<file path="src/rtl/nand_hamming_ecc.sv">
module nand_hamming_ecc #(
  parameter int CS_W = 3,
  parameter int SZ_W = 8
) (
  input  logic            clk,
  input  logic            rst_n,
  input  logic            cfg_en,
  input  logic [CS_W-1:0] cfg_cs,
  input  logic            cfg_wide,
  input  logic [SZ_W-1:0] cfg_sz_half_m1,
  input  logic            clr,
  input  logic            bus_valid,
  input  logic            bus_data_phase,
  input  logic [CS_W-1:0] bus_cs,
  input  logic [15:0]     bus_data,
  output logic [31:0]     ecc_result,
  output logic [23:0]     ecc_code,
  output logic            done
);
  localparam int ADDR_W = SZ_W + 1;
  localparam int NPAIR  = 3 + ADDR_W;

  logic [31:0]     acc, acc_nxt;
  logic [ADDR_W:0] cnt, len, cnt_nxt;
  logic            take, last;

  assign take = cfg_en && bus_valid && bus_data_phase && (bus_cs == cfg_cs) && !done && !clr;
  assign len  = {1'b0, cfg_sz_half_m1, 1'b0} + (ADDR_W+1)'(2);
  assign cnt_nxt = cnt + (cfg_wide ? (ADDR_W+1)'(2) : (ADDR_W+1)'(1));
  assign last = cnt_nxt >= len;

  always_comb begin
    logic [7:0]        d;
    logic [ADDR_W-1:0] a;
    logic              pb;
    acc_nxt = acc;
    for (int b = 0; b < 2; b++) begin
      if (b == 0 || cfg_wide) begin
        d  = (b == 0) ? bus_data[7:0] : bus_data[15:8];
        a  = cnt[ADDR_W-1:0] + ADDR_W'(b);
        pb = ^d;
        for (int k = 0; k < 3; k++)
          for (int i = 0; i < 8; i++)
            if (((i >> k) & 1) == 1) acc_nxt[16+k] = acc_nxt[16+k] ^ d[i];
            else                     acc_nxt[k]    = acc_nxt[k]    ^ d[i];
        for (int k = 0; k < ADDR_W; k++)
          if (a[k]) acc_nxt[19+k] = acc_nxt[19+k] ^ pb;
          else      acc_nxt[3+k]  = acc_nxt[3+k]  ^ pb;
      end
    end
  end

  always_ff @(posedge clk or negedge rst_n) begin
    if (!rst_n) begin
      acc  <= '0;
      cnt  <= '0;
      done <= 1'b0;
    end else if (clr) begin
      acc  <= '0;
      cnt  <= '0;
      done <= 1'b0;
    end else if (take) begin
      acc <= acc_nxt;
      cnt <= cnt_nxt;
      if (last) done <= 1'b1;
    end
  end

  assign ecc_result = acc;
  assign ecc_code   = {acc[27:24], acc[11:8], acc[23:16], acc[7:0]};

  p_frozen_after_done_r8: assert property (@(posedge clk) disable iff (!rst_n)
    (done && !clr) |=> ($stable(ecc_result) && done));
  p_ignored_cycle_r6: assert property (@(posedge clk) disable iff (!rst_n)
    (bus_valid && !bus_data_phase && !clr) |=> ($stable(ecc_result) && $stable(cnt)));
  p_clear_wins_r9: assert property (@(posedge clk) disable iff (!rst_n)
    clr |=> (ecc_result == 32'd0 && !done && cnt == '0));
  p_wide_step_r7: assert property (@(posedge clk) disable iff (!rst_n)
    (take && cfg_wide) |=> (cnt == $past(cnt) + (ADDR_W+1)'(2)));
  p_unused_bits_r4: assert property (@(posedge clk) disable iff (!rst_n)
    (ecc_result[31:16+NPAIR] == '0 && ecc_result[15:NPAIR] == '0));
endmodule

</file>
<file path="config.mk">
export PLATFORM = sky130hd
export DESIGN_NAME = nand_hamming_ecc
export DESIGN_NICKNAME = d
export VERILOG_FILES = /design/src/rtl/nand_hamming_ecc.sv
export SDC_FILE = /design/constraint.sdc
export NUM_CORES = 1
export LEC_CHECK = 0
export BUFFER_PORTS_ARGS = -buffer_cell sky130_fd_sc_hd__buf_4
export CAP_MARGIN = 20
export CORE_MARGIN = 5
export CORE_UTILIZATION = 45
export CTS_CLUSTER_DIAMETER = 100
export DETAILED_ROUTE_END_ITERATION = 12
export PLACE_DENSITY = 0.68
export SLEW_MARGIN = 30
export SYNTH_ARGS = -nofsm -noshare
export SYNTH_HDL_FRONTEND = slang
export SYNTH_SLANG_ARGS = --single-unit
</file>
<file path="constraint.sdc">
create_clock -name clk -period 2.85 [get_ports clk]
set_input_delay 0.285 -clock clk [delete_from_list [all_inputs] [get_ports clk]]
set_output_delay 0.285 -clock clk [all_outputs]
set_load 0.02 [all_outputs]
</file>
==> reports/qor.yml <==
grt_overflow: 0
crit_fanout: 10
critical_path.top_delay_family: "adder cells"
ant_nets: 0
min_path_type: "in -> reg"
wl_per_cell_um: 16.85
cts_setup_buffers: 0
place_ws_ps: 170.0
wirelength_um: 11780
start_kind: "flip-flop"
fmax_mhz: 386.6
r2r_cells: 9
start_util_pct: 46.52
synthXorXnorAreaFrac_pct: 14.76
die_w_um: 108.2
clock_path_buffers: 2
synthArstFlopShare_pct: 100.0
htree_num_levels: 2
ys_types: 54
port_buffers: 85
grt_pass1_vias: 3942
arrival_ps: 2780
syn_area_um2: 4339
synthMuxAreaShare_pct: 0.9516
hold_violations: 0
synth_area_leaders: "dfrtp_1 20%, xnor2_1 7.7%, buf_4 6.4%"
place.gp.congestion: 0.7871
synthFlopType: "dfrtp_1"
dieArea_um2: 11710
syn_to_final_growth_pct: 14.97
first_pass_iters: 5
setup_tns_ps: 0
endpoint: "done"
clock-sinks: 35
cp-startpoint: "cnt[0]"
total_leakage_power_nw: 1.956
synth-seq-cells: 35
synth_cells: 535
yosys_warnings: 0
grt_max_degree: 51
period_share_pct: 90.76
path_common_cell: "ha_1"
dp_hpwl_um: 8123
die_h_um: 108.2
cts_resized: 0
max_cap_violations: 0
post_route_cells_drive_above_1_share_pct: 22.98
gr-usage-all-layers_pct: 19.72
final_common_cell: "buf_4"
clkTransAtPathRegs_ps: 90
slew_violations: 0
min_period_ps: 2587
timing.rr.start: "cnt[0]"
cts_buffers: 5
vias_per_cell: 6.087
cp.depth: 9
grt_pass1_wl_um: 19090
drtIter0Drc: 296
final_cell_mix: "99 x buf_4, 38 x xnor2_1, 35 x dfrtp_1, 31 x nand2_1, 26 x nor2_1"
seq_area_frac_synth_pct: 20.18
antenna_found_initial: 0
drc: 0
cp.required_ps: 3050
fin_nets: 620
synth_top_family_by_area: "simple AND/OR/NAND/NOR gates"
synth_area_per_cell_um2: 8.111
peakVddDrop_v: 0.0002140
cts_hold_buf: 1
dr_total_vias: 4255
fillers: 880
max_stage_delay_ps: 520
fin_skew_ps: 7.694
final-setup-viol-count: 0
insertedDiodeCount: 0
r2r_slack_ps: 260
slowest_stage: "dfrtp_1"
powerDensity_nw_per_um2: 459.4
crit_buf_inv: 0
synth_top_cell_area_share_pct: 20.18
clk_latency_ps: 310
critPathKind: "reg -> reg"
r2r-end: "done"
status: "finished, final reports clean"
io_pins: 94
rsz0062_at_grt: "false"
synth_compound_area_share_pct: 18.94
slew-limit-headroom_pct: 45.11
yosysTopAreaCell: "dfrtp_1"
core_area_um2: 9328
worst_slew_pin_slew_ps: 822.4
cts_root_buffer: "clkbuf_8"
fin_ws_ps: 263.4
synth-simple-area-share_pct: 28.37
synth_fa_ha_area_share_pct: 4.210
cp-end-kind: "flip-flop"
cts_tree: "built"
path_cells: "ha_1 -> fa_1 -> nand2_1 -> nor2_1 -> xor2_1 -> ha_1 -> a21o_1 -> a211oi_1 -> a21oi_1"
rows: 35
synth_edf_count: 0
==> layer usage <==
metal	global-route usage [%]	vias to the layer above	share of wire, %
li1	-	2042	-
met2	33.35	156	50
met4	4.869	0	0.48
met1	26.67	2051	44
met3	2.567	6	5.4
met5	0	-	0
==> registers in the layout (all words and copies together) (netlist names) <==
signal,cells
ecc_result,24
done,1
cnt,10
==> final cells by class <==
type	instances	area (um2)	area share (%)
clock inverters	3	43.79	0.8779
flip-flops and latches	35	875.8	17.56
repair buffers	102	793.3	15.90
clock buffers	5	68.82	1.379
well taps	129	161.4	3.236
inverters	20	75.07	1.505
multi-input cells	405	2970	59.54
==> worst min path at each step <==
stage | startpoint | slack (ps) | end | cells after the start
3_3_place_gp | rst_n | 290 | ecc_result[6] | 1
6_report | clr | 270 | ecc_result[18] | 2
5_1_grt | clr | 300 | ecc_result[19] | 2
2_1_floorplan | rst_n | -10 | cnt[0] | 0
4_1_cts | clr | 270 | ecc_result[18] | 2
3_5_place_dp | rst_n | 300 | ecc_result[6] | 1
==> synthesized netlist by cell type (2+ instances only) <==
| master | instances |
|---|---|
| or4_1 | 10 |
| nand2_1 | 31 |
| a21oi_1 | 12 |
| o211ai_1 | 12 |
| a211oi_1 | 20 |
| nor4b_1 | 7 |
| clkbuf_1 | 28 |
| nand3_1 | 22 |
| and3_1 | 14 |
| buf_1 | 6 |
| o311a_1 | 2 |
| nand4_1 | 22 |
| nor4b_2 | 6 |
| o21ai_0 | 9 |
| buf_4 | 37 |
| ha_1 | 13 |
| a31oi_1 | 3 |
| xor2_2 | 2 |
| o21bai_1 | 2 |
| xnor2_1 | 38 |
| o311ai_1 | 11 |
| and2_1 | 3 |
| o21a_1 | 2 |
| inv_1 | 20 |
| xor2_1 | 24 |
| a2111oi_0 | 12 |
| buf_2 | 10 |
| nor2_1 | 26 |
| dfrtp_1 | 35 |
| nand2b_1 | 2 |
| mux2i_1 | 3 |
| nor4_1 | 22 |
| or3_1 | 6 |
| nand4b_1 | 4 |
| and4_1 | 12 |
| a311oi_1 | 2 |
| nor3_1 | 17 |
| xnor2_2 | 4 |
| a21o_1 | 3 |
| a2111oi_2 | 7 |
==> cells by family (layout without fill, tap and decap cells) <==
family | after synthesis | count (layout)
AND/OR/NAND/NOR | 207 | 207
AO/OA/AOI/OAI | 104 | 104
buffers and inverters | 102 | 130
XOR/XNOR | 68 | 68
flip-flops | 35 | 35
adder cells (fa/ha/maj) | 14 | 14
multiplexers | 4 | 4
other | 1 | 8
==> power by group <==
part           internal, mW  switching, mW
logic                 0.438          0.721
clock network         0.261          0.225
registers             0.552         0.0948
==> metrics by stage <==
step | hold slack [ps] | utilization (%) | area (um2) | power [mW] | instances
finish | 270.0 | 53.48 | 4989 | 2.292 | 699
global route | 295.8 | 53.48 | 4989 | 2.422 | 699
CTS | 265.7 | 53.48 | 4989 | 2.293 | 699
detailed placement | 296.7 | 52.17 | 4866 | 1.811 | 690
global placement | 291.7 | 52.17 | 4866 | 1.779 | 690
floorplan | -10.59 | - | 4365 | 1.488 | 542
(Power assumes the default switching activity.)
